===== config.mk =====
export PLATFORM = sky130hd
export DESIGN_NAME = dac8_dbuf
export DESIGN_NICKNAME = d
export VERILOG_FILES = /design/src/rtl/dac8_pkg.sv /design/src/rtl/dac8_addr_dec.sv /design/src/rtl/dac8_in_rank.sv /design/src/rtl/dac8_out_rank.sv /design/src/rtl/dac8_code_conv.sv /design/src/rtl/dac8_dbuf.sv
export SDC_FILE = /design/constraint.sdc
export NUM_CORES = 1
export LEC_CHECK = 0
export ABC_AREA = 1
export BUFFER_PORTS_ARGS = -buffer_cell sky130_fd_sc_hd__buf_2
export CAP_MARGIN = 10
export CORE_MARGIN = 2
export CORE_UTILIZATION = 60
export CTS_CLUSTER_SIZE = 28
export DETAILED_ROUTE_END_ITERATION = 12
export PLACE_DENSITY = 0.92
export SLEW_MARGIN = 20
export SYNTH_ARGS = -nofsm -noshare
export SYNTH_HDL_FRONTEND = slang
export SYNTH_SLANG_ARGS = --single-unit

===== constraint.sdc =====
create_clock -name clk_i -period 4.2 [get_ports clk_i]
set_clock_uncertainty 0.2 [all_clocks]
set_input_delay 0.84 -clock clk_i [delete_from_list [all_inputs] [get_ports clk_i]]
set_output_delay 0.84 -clock clk_i [all_outputs]
set_load 0.02 [all_outputs]

===== src/rtl/dac8_pkg.sv =====
package dac8_pkg;
  localparam int unsigned DEF_DW  = 13;
  localparam int unsigned DEF_NCH = 8;

  typedef enum logic [1:0] {
    PATH_HOLD = 2'd0,
    PATH_LOAD = 2'd1,
    PATH_FLOW = 2'd2
  } path_e;

  function automatic path_e path_of(input logic we, input logic ld_open);
    if (we && ld_open) return PATH_FLOW;
    if (ld_open)       return PATH_LOAD;
    return PATH_HOLD;
  endfunction
endpackage


===== src/rtl/dac8_addr_dec.sv =====
module dac8_addr_dec #(
  parameter int unsigned NCH = 8,
  localparam int unsigned AW = (NCH > 1) ? $clog2(NCH) : 1
) (
  input  logic [AW-1:0]  addr_i,
  input  logic           we_i,
  output logic [NCH-1:0] sel_o
);
  for (genvar c = 0; c < NCH; c++) begin : g_sel
    assign sel_o[c] = we_i && (addr_i == AW'(c));
  end
endmodule


===== src/rtl/dac8_in_rank.sv =====
module dac8_in_rank #(
  parameter int unsigned NCH = 8,
  parameter int unsigned DW  = 13
) (
  input  logic                clk_i,
  input  logic                rst_ni,
  input  logic [NCH-1:0]      sel_i,
  input  logic [DW-1:0]       data_i,
  output logic [NCH-1:0][DW-1:0] view_o
);
  logic [NCH-1:0][DW-1:0] in_q;

  for (genvar c = 0; c < NCH; c++) begin : g_ch
    always_ff @(posedge clk_i or negedge rst_ni) begin
      if (!rst_ni)       in_q[c] <= '0;
      else if (sel_i[c]) in_q[c] <= data_i;
    end
    // transparent while selected
    assign view_o[c] = sel_i[c] ? data_i : in_q[c];


    in_capture_chk: assert property (@(posedge clk_i) disable iff (!rst_ni)
      sel_i[c] |=> in_q[c] == $past(data_i));

    in_hold_chk: assert property (@(posedge clk_i) disable iff (!rst_ni)
      !sel_i[c] |=> $stable(in_q[c]));
  end
endmodule


===== src/rtl/dac8_out_rank.sv =====
module dac8_out_rank #(
  parameter int unsigned NCH = 8,
  parameter int unsigned DW  = 13
) (
  input  logic                   clk_i,
  input  logic                   rst_ni,
  input  logic                   ld_open_i,
  input  logic [NCH-1:0][DW-1:0] src_i,
  output logic [NCH-1:0][DW-1:0] code_o
);
  logic [NCH-1:0][DW-1:0] dac_q;

  for (genvar c = 0; c < NCH; c++) begin : g_ch
    always_ff @(posedge clk_i or negedge rst_ni) begin
      if (!rst_ni)        dac_q[c] <= '0;
      else if (ld_open_i) dac_q[c] <= src_i[c];
    end
    assign code_o[c] = ld_open_i ? src_i[c] : dac_q[c];


    dac_hold_chk: assert property (@(posedge clk_i) disable iff (!rst_ni)
      !ld_open_i |=> $stable(dac_q[c]));

    dac_load_chk: assert property (@(posedge clk_i) disable iff (!rst_ni)
      ld_open_i |=> dac_q[c] == $past(src_i[c]));
  end
endmodule


===== src/rtl/dac8_code_conv.sv =====
module dac8_code_conv #(
  parameter int unsigned DW = 13
) (
  input  logic [DW-1:0] tc_i,
  output logic [DW-1:0] ob_o
);
  localparam logic [DW-1:0] HALF = DW'(1) << (DW - 1);

  assign ob_o = {~tc_i[DW-1], tc_i[DW-2:0]};


  always_comb begin
    conv_sum_chk: assert (ob_o == DW'(tc_i + HALF));
  end
endmodule


===== src/rtl/dac8_dbuf.sv =====
module dac8_dbuf
  import dac8_pkg::*;
#(
  parameter int unsigned NCH = DEF_NCH,
  parameter int unsigned DW  = DEF_DW,
  localparam int unsigned AW = (NCH > 1) ? $clog2(NCH) : 1
) (
  input  logic              clk_i,
  input  logic              rst_ni,
  input  logic [DW-1:0]     data_i,
  input  logic [AW-1:0]     addr_i,
  input  logic              cs_ni,
  input  logic              wr_ni,
  input  logic              ld_ni,
  input  logic              clr_ni,
  output logic [NCH*DW-1:0] dac_code_o,
  output logic [NCH-1:0]    gnd_force_o,
  input  logic [DW-1:0]     tc_code_i,
  output logic [DW-1:0]     ob_code_o
);
  logic                   we;
  logic                   ld_open;
  logic [NCH-1:0]         sel;
  logic [NCH-1:0][DW-1:0] in_view;
  logic [NCH-1:0][DW-1:0] code;
  path_e                  path;

  assign we      = !cs_ni && !wr_ni;
  assign ld_open = !ld_ni;
  assign path    = path_of(we, ld_open);

  dac8_addr_dec #(.NCH(NCH)) u_dec (
    .addr_i(addr_i), .we_i(we), .sel_o(sel)
  );

  dac8_in_rank #(.NCH(NCH), .DW(DW)) u_in (
    .clk_i(clk_i), .rst_ni(rst_ni), .sel_i(sel), .data_i(data_i), .view_o(in_view)
  );

  dac8_out_rank #(.NCH(NCH), .DW(DW)) u_out (
    .clk_i(clk_i), .rst_ni(rst_ni), .ld_open_i(ld_open), .src_i(in_view), .code_o(code)
  );

  dac8_code_conv #(.DW(DW)) u_conv (
    .tc_i(tc_code_i), .ob_o(ob_code_o)
  );

  for (genvar c = 0; c < NCH; c++) begin : g_out
    assign dac_code_o[c*DW +: DW] = code[c];
    assign gnd_force_o[c]         = !clr_ni;
  end


  flow_path_chk: assert property (@(posedge clk_i) disable iff (!rst_ni)
    (path == PATH_FLOW) |-> code[addr_i] == data_i);

  clr_flag_chk: assert property (@(posedge clk_i) disable iff (!rst_ni)
    !clr_ni |-> gnd_force_o == '1);
endmodule


## After elaboration in Yosys (flattened, before gate mapping)

Cells that the tools add are included.
W data, S select, Z words.

- Bits in registers: 208
- Bits in latches: 0
- Bits in writable memories: 0
- Memory bits (read-only): 0
- Input port bits: 35
- Output and inout bits: 125
- Word-level logic and storage cells: 53
- Memories: 0

- Add/subtract/negate cells: 0
- Multipliers: 0
- Divide/modulo/power cells: 0
- Magnitude comparators: 0
- Equal/unequal tests: 7
- Shift operators: 0
- Mux-type cells: 16
- Bitwise gates (word level): 1
- Reduce and logical (&&, ||, !) cells: 13

Operators with widths:

| operator | count |
|---|---|
| $mux W13 | 16 |
| $eq A3 B3 Y1 const B | 4 |
| $logic_and A1 B1 Y1 | 9 |
| $eq A3 B2 Y1 const B | 2 |
| $eq A3 B1 Y1 const B | 1 |
| $logic_not A1 Y1 | 3 |
| $logic_not A3 Y1 | 1 |
| $not A1 Y1 | 1 |

## Depth between registers and ports, before layout

Gate-level depths: netlist (run 1).

- Depth in word-level cells: 5
- Depth in mapped cells: 8
- Gate-level depth less buffers: 6

## Hierarchy

A second synthesis (run 1) with hierarchy kept.

- Cells, all modules: 933
- Area, all modules: 8,181.6 sq um

By module, submodules not included:

| module | times used | cells an instance | area each (sq um) | seq. area each (sq um) |
|---|---|---|---|---|
| dac8_in_rank | 1 | 453 | 4,017.6 | 2,602.5 |
| dac8_out_rank | 1 | 440 | 3,942.5 | 2,602.5 |
| dac8_code_conv | 1 | 13 | 93.8 | 0.0 |
| dac8_addr_dec | 1 | 17 | 63.8 | 0.0 |
| dac8_dbuf | 1 | 10 | 63.8 | 0.0 |

## Least setup slack after synthesis (run 1)

Ideal clock, no wire load.

- Kind: in2out
- Start point: in addr_i[2]
- End point: out dac_code_o[100]
- Arrival time: 1.868 ns
- Data required time: 3.160 ns
- Slack: 1.292 ns
- Stages on the path: 8
- Path buffers: 2
- Path through: buf_2 inv_2 nor2_1 nand2_1 buf_2 nand2_1 nand3_1 nand2_1

- Cells in the longest elaborated chain, start to end: 4

Ends and longest elaborated chain:

| what | line | text |
|---|---|---|
| from (decl) | dac8_dbuf.sv:11 | `input logic [AW-1:0] addr_i,` |
| $eq A3 B3 Y1 | dac8_addr_dec.sv:10 | `assign sel_o[c] = we_i && (addr_i == AW'(c));` |
| $logic_and A1 B1 Y1 | dac8_addr_dec.sv:10 |  |
| $mux W13 | - |  |
| $mux W13 | dac8_out_rank.sv:18 | `assign code_o[c] = ld_open_i ? src_i[c] : dac_q[c];` |
| to (decl) | dac8_dbuf.sv:16 | `output logic [NCH*DW-1:0] dac_code_o,` |

No other way between the ends.

## Final worst setup path (run 1)

- Start point: in wr_ni
- End point: out dac_code_o[52]

- Cells in the longest elaborated chain, start to end: 5

Ends and longest elaborated chain:

| what | line | text |
|---|---|---|
| from (decl) | dac8_dbuf.sv:13 | `input logic wr_ni,` |
| $logic_not A1 Y1 | dac8_dbuf.sv:28 | `assign we = !cs_ni && !wr_ni;` |
| $logic_and A1 B1 Y1 | dac8_dbuf.sv:28 |  |
| $logic_and A1 B1 Y1 | dac8_addr_dec.sv:10 |  |
| $mux W13 | dac8_in_rank.sv:19 | `assign view_o[c] = sel_i[c] ? data_i : in_q[c];` |
| $mux W13 | - |  |

No other way between the ends.

==> results of run 1 <==
==> worst min path at each step <==
stage,end
2_1_floorplan,u_in.in_q[14]
3_3_place_gp,u_out.dac_q[46]
3_5_place_dp,u_out.dac_q[93]
4_1_cts,u_in.in_q[97]
5_1_grt,u_in.in_q[97]
6_report,u_out.dac_q[95]
==> flip-flops by register name, summed over array words and instances (netlist names) <==
register	cells
u_out.dac_q	104
u_in.in_q	104
==> critical path, delay by kind of cell <==
| kind | cells | cell delay [ns] |
|---|---|---|
| simple gates | 5 | 1.48 |
| buf+inv | 2 | 0.28 |
==> layer usage <==
| metal | up-vias | routed length [um] |
|---|---|---|
| met3 | 60 | 1540 |
| met1 | 3451 | 9410 |
| met2 | 326 | 10400 |
| met5 | - | 14 |
| met4 | 2 | 758 |
| li1 | 3496 | - |
==> logic make-up (layout without fill, tap and decap cells) <==
group                  count (synthesis)  after routing
buffers and inverters                202            317
DFF                                  208            208
other                                  0              1
and+or+nand+nor                      639            639
==> power by group through the flow <==
stage | Sequential (mW) | Combinational [mW] | Clock (mW)
after global routing | 2.48 | 1.29 | 2.12
after detailed placement | 2.48 | 1.14 | 0
after global placement | 2.46 | 1.11 | 0
after CTS | 2.45 | 1.16 | 2.03
after floorplan | 2.45 | 0.822 | 0
final | 2.45 | 1.15 | 2.02
==> through the flow <==
| step | hold slack [ns] | std cells | instance area (um2) | util | power [mW] |
|---|---|---|---|---|---|
| 2_1_floorplan | 0.328 | 1049 | 9100 | - | 3.27 |
| 3_3_place_gp | 0.255 | 1314 | 9810 | 0.653 | 3.57 |
| 3_5_place_dp | 0.257 | 1314 | 9810 | 0.653 | 3.62 |
| 4_1_cts | 0.206 | 1352 | 10600 | 0.703 | 5.64 |
| 5_1_grt | 0.232 | 1353 | 10600 | 0.703 | 5.89 |
| 6_report | 0.169 | 1353 | 10600 | 0.703 | 5.62 |
==> cell type report <==
type,count,share of cell area
sequential,208,0.492
multi-input combinational,639,0.287
timing repair buffer,156,0.0823
clock buffer,30,0.0607
inverter,123,0.0438
tap,188,0.0223
clock inverter,8,0.0109
antenna,1,0.000237
==> cell usage in the layout (no fill, tap or decap) <==
cell and count:
sky130_fd_sc_hd__buf_4 20, sky130_fd_sc_hd__nand4_1 78, sky130_fd_sc_hd__inv_1 121, sky130_fd_sc_hd__and2_1 104
sky130_fd_sc_hd__nand3_1 136, sky130_fd_sc_hd__buf_12 2, sky130_fd_sc_hd__dfrtp_1 208, sky130_fd_sc_hd__inv_2 1
sky130_fd_sc_hd__clkbuf_16 23, sky130_fd_sc_hd__clkbuf_1 3, sky130_fd_sc_hd__nor2_2 3, sky130_fd_sc_hd__diode_2 1
sky130_fd_sc_hd__bufinv_16 3, sky130_fd_sc_hd__clkbuf_8 5, sky130_fd_sc_hd__nor2_4 1, sky130_fd_sc_hd__buf_2 133
sky130_fd_sc_hd__nor2_1 2, sky130_fd_sc_hd__clkinv_2 6, sky130_fd_sc_hd__nand2_1 315
==> summary.md, run 1 <==
| Metric | Value |
|---|---|
| Final-layout setup total negative slack | `0 ns` |
| Reg-to-Reg Start | `u_in.in_q[78]` |
| Number of buffers added by the clock tree synthesis step | `22` |
| Detailed-route DRC error count | `0` |
| Sequential cell area | `between 5000 and 6000 um2` |
| Compound-gate portion of the synthesized area | `0` |
| Met2 global-route usage | `0.437` |
| Resized Gates After CTS | `0` |
| Placeable core region | `15,000 um2` |
| Starting DRT DRC Count | `approximately 790` |
| Effective utilization at floorplan | `0.605` |
| Net count reported at finish | `1,185` |
| Final setup fails | `0` |
| Most common flop cell mapped by yosys | `sky130_fd_sc_hd__dfrtp_1` |
| M3 GR Usage | `0.0486` |
| Vias in the first global route | `just over 7,000` |
| Hold WC Path Type | `input port to asynchronous set/reset pin` |
| Maximum capacitance violations | `0` |
| Pin count of the biggest net entering global routing | `88` |
| Clock sinks | `208` |
| Highest attainable clock frequency | `0.273 GHz` |
| Endpoint class of the critical path | `output pin` |
| Count of mapped cells out of synthesis | `around 1,000` |
| Clock latency of the later-clocked register in the worst-skew pair | `0.48 ns` |
| Worst setup path endpoint | `dac_code_o[52]` |
| Worst IR Drop VDD | `around 340 uV` |
| Remaining antenna violation count after routing | `0` |
| Worst reg-to-reg setup slack | `3.15 ns` |
| R2R depth | `4` |
| Critical path class | `input port to output pin` |
| CP Data Required Time | `between 3 and 4 ns` |
| Clock tree from TritonCTS | `built` |
| Ratio of cells with drive above 1 in the final layout | `0.169` |
| Fraction of registers with async set/reset | `1.00` |
| Share of the synthesized area in the top cell type | `0.572` |
| Clock H-tree levels | `1` |
| Largest family of logic cells by synthesized area | `simple AND/OR/NAND/NOR gates` |
| Endpoint of the worst-slack reg-to-reg timing path | `u_out.dac_q[78]` |
| All-layer global routing usage | `0.278` |
| Port Buffer Count | `135` |
| Count of TritonRoute iterations in the first routing pass | `5` |
| Chip height | `between 100 and 150 um` |
| Synthesized netlist net count | `1,084` |
| Source of the critical timing path | `wr_ni` |
| Setup repair after global routing missed its margin | `no` |
| Total of hold buffers inserted after clock tree synthesis | `0` |
| Final critical delay including setup and external delays | `approximately 3.7 ns` |
| Wire length per cell after detailed routing | `between 15 and 20 um` |
| Peak fanout along the critical path | `20` |
| Post-synth top area cell | `sky130_fd_sc_hd__dfrtp_1` |
| Gpl congestion | `around 0.80` |
| Comb power frac | `0.205` |
| Status | `complete, no violations` |
| Critical path cell sequence | `buf_2 -> nor2_4 -> nand3_1 -> nand2_1 -> nand3_1 -> nand2_1 -> buf_2` |
| Mean instance size in the synthesized netlist | `around 8.7 um2` |
| Sequential element share of the synthesized area | `0.572` |
| Post-synthesis sequential element count | `around 210` |
| Power share of the clock group | `0.359` |
| WP data arrival | `approximately 2.6 ns` |
| Initial antenna violation count | `2` |
| Total via count after detailed routing | `7,335` |
| Reg clk slew, reported paths | `approximately 0.050 ns` |
| Register share of total power | `0.436` |
| Share of synthesized area spent on multiplexers | `0` |
| Post-synthesis share of cell area spent on full adders, half adders and majority gates | `0` |
| Fin crit share | `0.873` |
| WL final | `around 22,000 um` |
| Leakage Power | `approximately 5.6 nW` |
| Most used routing layer | `met2` |
| Root buffer cell | `sky130_fd_sc_hd__clkbuf_16` |
| Final hold violation count | `0` |
| XOR/XNOR Fraction of Synth Area | `0` |
| Maximum cell stage delay along the critical path | `roughly 0.55 ns` |
| Power density over the cells | `532 nW/um2` |
| Category of the worst setup path launch point | `input port` |
| Most area-consuming cells after synthesis | `sky130_fd_sc_hd__dfrtp_1 (57%), sky130_fd_sc_hd__nand2_1 (13%), sky130_fd_sc_hd__nand3_1 (7.5%), sky130_fd_sc_hd__and2_1 (7.1%), sky130_fd_sc_hd__nand4_1 (5.4%)` |
| Maximum clock insertion buffer count | `3` |
| Final-report max-slew violation count | `0` |
| Layout filler cell count | `around 1,100` |
| Commonest cells in the netlist | `sky130_fd_sc_hd__nand2_1 (315), sky130_fd_sc_hd__dfrtp_1 (208), sky130_fd_sc_hd__nand3_1 (136), sky130_fd_sc_hd__inv_1 (121), sky130_fd_sc_hd__and2_1 (104)` |
| Switching Share | `0.291` |
| Area of the multi-input gates | `around 3000 um2` |
| Via density per instance | `5.42` |
| Post-placement worst setup slack | `between 0.5 and 0.6 ns` |
| Simple logic cell fraction of the synthesized area | `0.333` |
| Detailed placer's ending HPWL | `roughly 14,000 um` |
| Width of the die | `between 100 and 150 um` |
| Slowest-stage cell, CP | `sky130_fd_sc_hd__nand3_1` |
| Worst slew margin | `0.530` |
| I/O pin total | `160` |
| Routing usage on met1 | `0.392` |
| Total internal power | `between 3 and 4 mW` |
| Layout overhead on the synthesized area | `16.2%` |
| Wire length of the first global-routing pass | `36,100 um` |
| Yosys cell types | `13` |
| Number of synthesized flops with an enable pin | `0` |
| Number of warnings reported in the yosys synthesis log | `0` |
| Slew of the pin with the lowest slew margin | `0.705 ns` |
| Net switching power figure | `~1.6 mW` |
| Final setup slack of the worst path | `between 0.5 and 0.6 ns` |
| Post-Syn Area | `9100 um2` |
| Row cnt | `45` |
| Die ar. | `between 15,000 and 20,000 um2` |
| Post-CTS setup buffers | `0` |
| Dominant cell by count in the synthesized netlist | `sky130_fd_sc_hd__nand2_1` |
| Grt total ovfl | `0` |
Power figures use the tool's default switching activity.
==> run 2: changes to the inputs <==
--- a/config.mk
+++ b/config.mk
@@ -9,11 +9,12 @@
 export BUFFER_PORTS_ARGS = -buffer_cell sky130_fd_sc_hd__buf_2
 export CAP_MARGIN = 10
 export CORE_MARGIN = 2
-export CORE_UTILIZATION = 60
+export CORE_UTILIZATION = 59
 export CTS_CLUSTER_SIZE = 28
 export DETAILED_ROUTE_END_ITERATION = 12
 export PLACE_DENSITY = 0.92
 export SLEW_MARGIN = 20
 export SYNTH_ARGS = -nofsm -noshare
 export SYNTH_HDL_FRONTEND = slang
+export SYNTH_HIERARCHICAL = 1
 export SYNTH_SLANG_ARGS = --single-unit
==> run 2 against run 1 <==
Compared with the run above: core utilization decreased by 2.0 points; non-clock buffer count shrank 8; sequential power increased by 2%; via count is 14% lower; critical path depth up 3; final cell count is 9.5% lower.
==> summary.md, run 2 <==
| Metric | Value |
|---|---|
| Row cnt | `43 (-4.4%)` |
| Power density over the cells | `577 nW/um2 (+8.6%)` |
| Finished layout cell area | `9380 um2 (-11%)` |
| Final-layout setup total negative slack | `0 ns (unchanged)` |
| Post-Syn Area | `8180 um2 (-10%)` |
| Most frequent standard cell in the layout excluding fill and tap cells | `sky130_fd_sc_hd__nand2_1` |
| Sequential element share of the synthesized area | `0.636 (+0.0643)` |
| Clock sinks | `208 (unchanged)` |
| Maximum clock insertion buffer count | `3 (unchanged)` |
| Reg clk slew, reported paths | `0.06 ns (about the same)` |
| Total via count after detailed routing | `6,286 (-14%)` |
| Simple logic cell fraction of the synthesized area | `0.293 (-0.0399)` |
| Status | `complete, no violations` |
| Chip height | `122 um (-4.2%)` |
| Slew of the pin with the lowest slew margin | `0.790 ns (+0.0847 ns)` |
| Worst setup path endpoint | `dac_code_o[28]` |
| Worst reg-to-reg setup slack | `3.15 ns (about the same)` |
| Detailed-route DRC error count | `0 (unchanged)` |
| Final critical delay including setup and external delays | `3.45 ns (-0.222 ns)` |
| Final setup fails | `0 (unchanged)` |
| Endpoint of the worst-slack reg-to-reg timing path | `u_out/dac_q[11]` |
| Highest attainable clock frequency | `0.290 GHz (+6.4%)` |
| R2R depth | `4 (unchanged)` |
| Starting DRT DRC Count | `461 (-41%)` |
| Remaining antenna violation count after routing | `0 (unchanged)` |
| Width of the die | `122 um (-4.2%)` |
| Fraction of registers with async set/reset | `1.00 (unchanged)` |
| Area of the multi-input gates | `2400 um2 (-21%)` |
| Die ar. | `14,800 um2 (-8.3%)` |
| Leakage Power | `5.51 nW (-0.93%)` |
| Grt total ovfl | `0 (unchanged)` |
| Placeable core region | `13,700 um2 (-8.7%)` |
| Gpl congestion | `0.746 (-6.8%)` |
| Vias in the first global route | `6,050 (-16%)` |
| Fin crit share | `0.820 (-0.0529)` |
| Post-synthesis share of cell area spent on full adders, half adders and majority gates | `0 (unchanged)` |
| Wire length per cell after detailed routing | `15.9 um (-3.2%)` |
| Commonest non-fill, non-tap cells in the layout | `sky130_fd_sc_hd__nand2_1 (630), sky130_fd_sc_hd__dfrtp_1 (208), sky130_fd_sc_hd__buf_2 (134)` |
| I/O pin total | `160 (unchanged)` |
| Worst slew margin | `0.473 (-0.0564)` |
| Count of TritonRoute iterations in the first routing pass | `5 (unchanged)` |
| Count of mapped cells out of synthesis | `933 (-11%)` |
| Resized Gates After CTS | `0 (unchanged)` |
| Sequential cell area | `5200 um2 (unchanged)` |
| Clock H-tree levels | `1 (unchanged)` |
| Yosys cell types | `9 (-4)` |
| Via density per instance | `5.14 (-5.3%)` |
| Number of warnings reported in the yosys synthesis log | `6 (+6)` |
| Net count reported at finish | `1,069 (-9.8%)` |
| Setup repair after global routing missed its margin | `no` |
| Final-report max-slew violation count | `0 (unchanged)` |
| Dominant cell by count in the synthesized netlist | `sky130_fd_sc_hd__nand2_1` |
| Post-synth top area cell | `sky130_fd_sc_hd__dfrtp_1` |
| Share of synthesized area spent on multiplexers | `0 (unchanged)` |
| Category of the worst setup path launch point | `input port` |
| Source of the critical timing path | `wr_ni` |
| Most area-consuming cells after synthesis | `sky130_fd_sc_hd__dfrtp_1 (64%), sky130_fd_sc_hd__nand2_1 (29%), sky130_fd_sc_hd__buf_4 (2.5%), sky130_fd_sc_hd__buf_6 (2.2%), sky130_fd_sc_hd__buf_2 (1.7%)` |
| Mean instance size in the synthesized netlist | `8.77 um2 (+1.1%)` |
| WL final | `19,400 um (-12%)` |
| Worst IR Drop VDD | `439 uV (+29%)` |
| Instance area at placement | `8690 um2 (-11%)` |
| CP Data Required Time | `3.16 ns (about the same)` |
| Critical path class | `input port to output pin` |
| All-layer global routing usage | `0.268 (-0.0104)` |
| Total of hold buffers inserted after clock tree synthesis | `0 (unchanged)` |
| Effective utilization at floorplan | `0.596 (-0.00906)` |
| Clock tree from TritonCTS | `built` |
| Number of buffers added by the clock tree synthesis step | `22 (unchanged)` |
| Port Buffer Count | `135 (unchanged)` |
| Pin count of the biggest net entering global routing | `105 (+19%)` |
| Clock latency of the later-clocked register in the worst-skew pair | `0.49 ns (about the same)` |
| Layout filler cell count | `1,083 (-2.8%)` |
| Reg-to-Reg Start | `u_in/in_q[11]` |
| Detailed placer's ending HPWL | `12,000 um (-14%)` |
| Initial antenna violation count | `2 (unchanged)` |
| Post-synthesis sequential element count | `208 (unchanged)` |
| Wire length of the first global-routing pass | `30,800 um (-15%)` |
| Endpoint class of the critical path | `output pin` |
| Layout overhead on the synthesized area | `14.6%` |
| Ratio of cells with drive above 1 in the final layout | `0.179 (+0.0102)` |
| WP data arrival | `2.41 ns (-0.22 ns)` |
| Largest registers in the final layout | `u_in/in_q x104, u_out/dac_q x104` |
| Root buffer cell | `sky130_fd_sc_hd__clkbuf_16` |
| Commonest cells in the netlist | `sky130_fd_sc_hd__nand2_1 (630), sky130_fd_sc_hd__dfrtp_1 (208), sky130_fd_sc_hd__buf_2 (27), sky130_fd_sc_hd__buf_4 (27), sky130_fd_sc_hd__buf_6 (16)` |
| Final hold violation count | `0 (unchanged)` |
| Most common flop cell mapped by yosys | `sky130_fd_sc_hd__dfrtp_1` |
| Hold WC Path Type | `input port to asynchronous set/reset pin` |
| Peak fanout along the critical path | `10 (-50%)` |
| Synthesized netlist net count | `968 (-11%)` |
| Share of the synthesized area in the top cell type | `0.636 (+0.0643)` |
| XOR/XNOR Fraction of Synth Area | `0 (unchanged)` |
| Maximum capacitance violations | `0 (unchanged)` |
| Post-CTS setup buffers | `0 (unchanged)` |
| Number of synthesized flops with an enable pin | `0 (unchanged)` |
| Compound-gate portion of the synthesized area | `0 (unchanged)` |
| Largest family of logic cells by synthesized area | `simple AND/OR/NAND/NOR gates` |
-- run 2: logic make-up after synthesis --
family,count (synthesis)
and+or+nand+nor,639
buffers and inverters,86
DFF,208
-- run 2: power breakdown --
group / total, mW / internal, mW / leakage, nW / switching (mW)
Clock: 1.83 / 1.11 / 0.334 / 0.719
Combinational: 1.08 / 0.313 / 2.51 / 0.764
Sequential: 2.51 / 2.39 / 2.67 / 0.114
Total: 5.42 / 3.82 / 5.51 / 1.60
-- run 2: how the worst min path moves through the flow --
stage,from,endpoint,slack [ns]
2_1_floorplan,u_in/in_q[100],u_in/in_q[100],0.24
3_3_place_gp,u_out/dac_q[44],u_out/dac_q[44],0.25
3_5_place_dp,u_out/dac_q[91],u_out/dac_q[91],0.25
4_1_cts,rst_ni,u_out/dac_q[17],0.25
5_1_grt,u_out/dac_q[101],u_out/dac_q[101],0.27
6_report,rst_ni,u_out/dac_q[17],0.22
-- run 2: worst max-delay path, cell delays in order --
cell,delay [ns]
sky130_fd_sc_hd__buf_2,0.10
sky130_fd_sc_hd__nor2_1,0.18
sky130_fd_sc_hd__nand2_1,0.14
sky130_fd_sc_hd__nor2_1,0.38
sky130_fd_sc_hd__buf_4,0.26
sky130_fd_sc_hd__nand2_1,0.06
sky130_fd_sc_hd__nand2_1,0.10
sky130_fd_sc_hd__nand2_1,0.07
sky130_fd_sc_hd__nand2_1,0.11
sky130_fd_sc_hd__buf_2,0.16
-- run 2: area by class of cell --
| class | instances | area share |
|---|---|---|
| inverters | 15 | 0.00614 |
| diodes | 2 | 0.000534 |
| multi-input cells | 639 | 0.256 |
| flip-flops and latches | 208 | 0.555 |
| well taps | 180 | 0.0240 |
| repair buffers | 148 | 0.0860 |
| clock inverters | 2 | 0.00414 |
| clock buffers | 30 | 0.0684 |
-- run 2: per-stage QoR --
| stage | power (mW) | hold slack (ns) | util | instances | worst slack [ns] |
|---|---|---|---|---|---|
| floorplan | 3.25 | 0.238 | - | 933 | 1.31 |
| global placement | 3.55 | 0.247 | 0.634 | 1190 | 0.845 |
| detailed placement | 3.61 | 0.250 | 0.634 | 1190 | 0.763 |
| CTS | 5.45 | 0.249 | 0.683 | 1222 | 0.747 |
| global route | 5.68 | 0.269 | 0.684 | 1224 | 0.574 |
| finish | 5.42 | 0.217 | 0.684 | 1224 | 0.755 |
-- run 2: layer usage --
metal / share of wire / GRT usage
met1: 0.41 / 0.371
met2: 0.48 / 0.431
met4: 0.035 / 0.0970
met3: 0.075 / 0.0463
met5: 0 / 0
==> run 3: changes to the inputs <==
--- a/config.mk
+++ b/config.mk
@@ -9,10 +9,10 @@
 export BUFFER_PORTS_ARGS = -buffer_cell sky130_fd_sc_hd__buf_2
 export CAP_MARGIN = 10
 export CORE_MARGIN = 2
-export CORE_UTILIZATION = 59
+export CORE_UTILIZATION = 55
 export CTS_CLUSTER_SIZE = 28
 export DETAILED_ROUTE_END_ITERATION = 12
-export PLACE_DENSITY = 0.92
+export PLACE_DENSITY = 0.87
 export SLEW_MARGIN = 20
 export SYNTH_ARGS = -nofsm -noshare
 export SYNTH_HDL_FRONTEND = slang
==> constraint.sdc (replaced) <==
create_clock -name clk_i -period 3.55 [get_ports clk_i]
set_clock_uncertainty 0.2 [all_clocks]
set_input_delay 0.71 -clock clk_i [delete_from_list [all_inputs] [get_ports clk_i]]
set_output_delay 0.71 -clock clk_i [all_outputs]
set_load 0.02 [all_outputs]
==> run 3 against run 2 <==
Compared with the run above: global-route usage is 2.6 points lower; via count is 0.46% lower; sequential cell count stayed put; design area is 0.67% higher; total power is 19% higher; register-to-register slack worse by 0.61 ns; sequential power is 18% higher; highest routed layer unchanged; clock power is 22% higher; routed wire length is 1.7% lower.
==> summary.md, run 3 (synthesized netlist as in run 2, its figures left out) <==
| Metric | Value |
|---|---|
| Fin crit share | `0.868` |
| Final-layout setup total negative slack | `0 ns (unchanged)` |
| Highest attainable clock frequency | `0.324 GHz` |
| Port Buffer Count | `135 (unchanged)` |
| Resized Gates After CTS | `0 (unchanged)` |
| Clock H-tree levels | `1 (unchanged)` |
| CP Data Required Time | `2.64 ns (-0.52 ns)` |
| Chip height | `126 um (+3.5%)` |
| Pin count of the biggest net entering global routing | `105 (unchanged)` |
| Met3 wire length | `1320 um (-8.8%)` |
| Sum of routed wire segments on met1 | `8260 um (+3.1%)` |
| Maximum capacitance violations | `0 (unchanged)` |
| Leakage Power | `5.53 nW (+0.52%)` |
| I/O pin total | `160 (unchanged)` |
| Status | `complete, no violations` |
| Final-report max-slew violation count | `0 (unchanged)` |
| Peak fanout along the critical path | `14 (+4)` |
| Ratio of cells with drive above 1 in the final layout | `0.182 (+0.00236)` |
| Reg clk slew, reported paths | `0.06 ns (about the same)` |
| Net count reported at finish | `1,068 (-0.094%)` |
| Commonest non-fill, non-tap cells in the layout | `sky130_fd_sc_hd__nand2_1 (630), sky130_fd_sc_hd__dfrtp_1 (208), sky130_fd_sc_hd__buf_2 (134)` |
| Uppermost layer routed | `met4` |
| Largest registers in the final layout | `u_in/in_q x104, u_out/dac_q x104` |
| Root buffer cell | `sky130_fd_sc_hd__clkbuf_16` |
| Endpoint class of the critical path | `output pin` |
| Hold WC Path Type | `input port to asynchronous set/reset pin` |
| Number of buffers added by the clock tree synthesis step | `21 (-4.5%)` |
| Setup repair after global routing missed its margin | `no` |
| Effective utilization at floorplan | `0.563 (-0.0334)` |
| Detailed placer's ending HPWL | `12,100 um (+0.59%)` |
| Critical path class | `input port to output pin` |
| Gpl congestion | `0.778 (+4.3%)` |
| Wire length per cell after detailed routing | `15.5 um (-2.2%)` |
| Final Power | `6.46 mW (+19%)` |
| Count of TritonRoute iterations in the first routing pass | `5 (unchanged)` |
| Reg-to-Reg Start | `u_in/in_q[44]` |
| WP data arrival | `2.17 ns (-0.24 ns)` |
| Final critical delay including setup and external delays | `3.08 ns` |
| Clock tree from TritonCTS | `built` |
| Die ar. | `15,900 um2 (+7.0%)` |
| Starting DRT DRC Count | `545 (+18%)` |
| Remaining antenna violation count after routing | `0 (unchanged)` |
| Category of the worst setup path launch point | `input port` |
| Worst slew margin | `0.510 (+0.0367)` |
| Worst IR Drop VDD | `471 uV (+7.3%)` |
| Grt total ovfl | `0 (unchanged)` |
| Detailed-route DRC error count | `0 (unchanged)` |
| Row cnt | `44 (+2.3%)` |
| Layout overhead on the synthesized area | `15.4%` |
| Total via count after detailed routing | `6,257 (-0.46%)` |
| Maximum clock insertion buffer count | `3 (unchanged)` |
| Placeable core region | `14,500 um2 (+5.9%)` |
| Final hold violation count | `0 (unchanged)` |
| Final setup fails | `0 (unchanged)` |
| Most frequent standard cell in the layout excluding fill and tap cells | `sky130_fd_sc_hd__nand2_1` |
| Clock sinks | `208 (unchanged)` |
| Total of hold buffers inserted after clock tree synthesis | `0 (unchanged)` |
| Vias in the first global route | `5,973 (-1.3%)` |
| Clock latency of the later-clocked register in the worst-skew pair | `0.49 ns (about the same)` |
| Slew of the pin with the lowest slew margin | `0.735 ns (-0.0551 ns)` |
| Power density over the cells | `684 nW/um2 (+18%)` |
| Width of the die | `126 um (+3.5%)` |
| Initial antenna violation count | `1 (-1)` |
| All-layer global routing usage | `0.242 (-0.0258)` |
| Post-CTS setup buffers | `0 (unchanged)` |
| WL final | `19,100 um (-1.7%)` |
| Met2 layer wire length in the routed design | `8880 um (-4.2%)` |
| Layout filler cell count | `1,229 (+13%)` |
| Source of the critical timing path | `wr_ni` |
| Via density per instance | `5.09 (-0.95%)` |
| Wire length of the first global-routing pass | `30,700 um (-0.27%)` |
-- run 3: changes by cell type in the layout (fill, tap and decap cells not counted), sizes merged --
cell,previous run,this run
bufinv,1,3
clkbuf,31,29
clkinv,2,6
diode,2,1
inv,14,13
-- run 3: critical path, cell delays in order --
cell and delay (ns):
sky130_fd_sc_hd__buf_2 0.10, sky130_fd_sc_hd__nor2_1 0.22, sky130_fd_sc_hd__nand2_1 0.15, sky130_fd_sc_hd__nor2_1 0.17
sky130_fd_sc_hd__buf_4 0.22, sky130_fd_sc_hd__inv_2 0.13, sky130_fd_sc_hd__nand2_1 0.08, sky130_fd_sc_hd__nand2_1 0.06
sky130_fd_sc_hd__nand2_1 0.06, sky130_fd_sc_hd__nand2_1 0.09, sky130_fd_sc_hd__buf_2 0.17
-- run 3: per-stage QoR --
| step | cells | setup slack [ns] | hold slack [ns] | area [um2] | utilization |
|---|---|---|---|---|---|
| 2_1_floorplan | 933 | 0.918 | 0.214 | 8180 | - |
| 3_3_place_gp | 1194 | 0.440 | 0.246 | 8740 | 0.601 |
| 3_5_place_dp | 1194 | 0.450 | 0.250 | 8740 | 0.601 |
| 4_1_cts | 1229 | 0.450 | 0.120 | 9440 | 0.649 |
| 5_1_grt | 1230 | 0.256 | 0.154 | 9440 | 0.650 |
| 6_report | 1230 | 0.468 | 0.103 | 9440 | 0.650 |
-- run 3: cell type report --
type	count	area (um2)	share of cell area
diodes	1	2.50	0.000265
clock buffers	28	592	0.0627
clock inverters	7	110	0.0117
inverters	15	58.8	0.00623
multi-input cells	639	2400	0.254
flip-flops and latches	208	5200	0.551
well taps	184	230	0.0244
repair buffers	148	845	0.0895
-- run 3: path summary, 6_finish.rpt --
path	endpoint	slack (ns)	cells past startpoint
max in group asynchronous	u_out/dac_q[44]	2.26	2
setup reg to reg	u_out/dac_q[44]	2.54	4
hold reg to reg	u_out/dac_q[6]	0.26	2
hold / removal	u_out/dac_q[21]	0.10	1
setup / recovery	dac_code_o[1]	0.47	11
min in group clk_i	u_out/dac_q[6]	0.26	2
-- run 3: power by group --
part	total [mW]	switching, mW	internal, mW
Sequential	2.96	0.130	2.83
Combinational	1.27	0.892	0.375
Clock	2.23	0.852	1.38
-- run 3: metal layers --
layer,track usage,up-vias
li1,-,2972
met1,0.349,3005
met2,0.380,241
met3,0.0450,39
met4,0.0705,0
met5,0,-
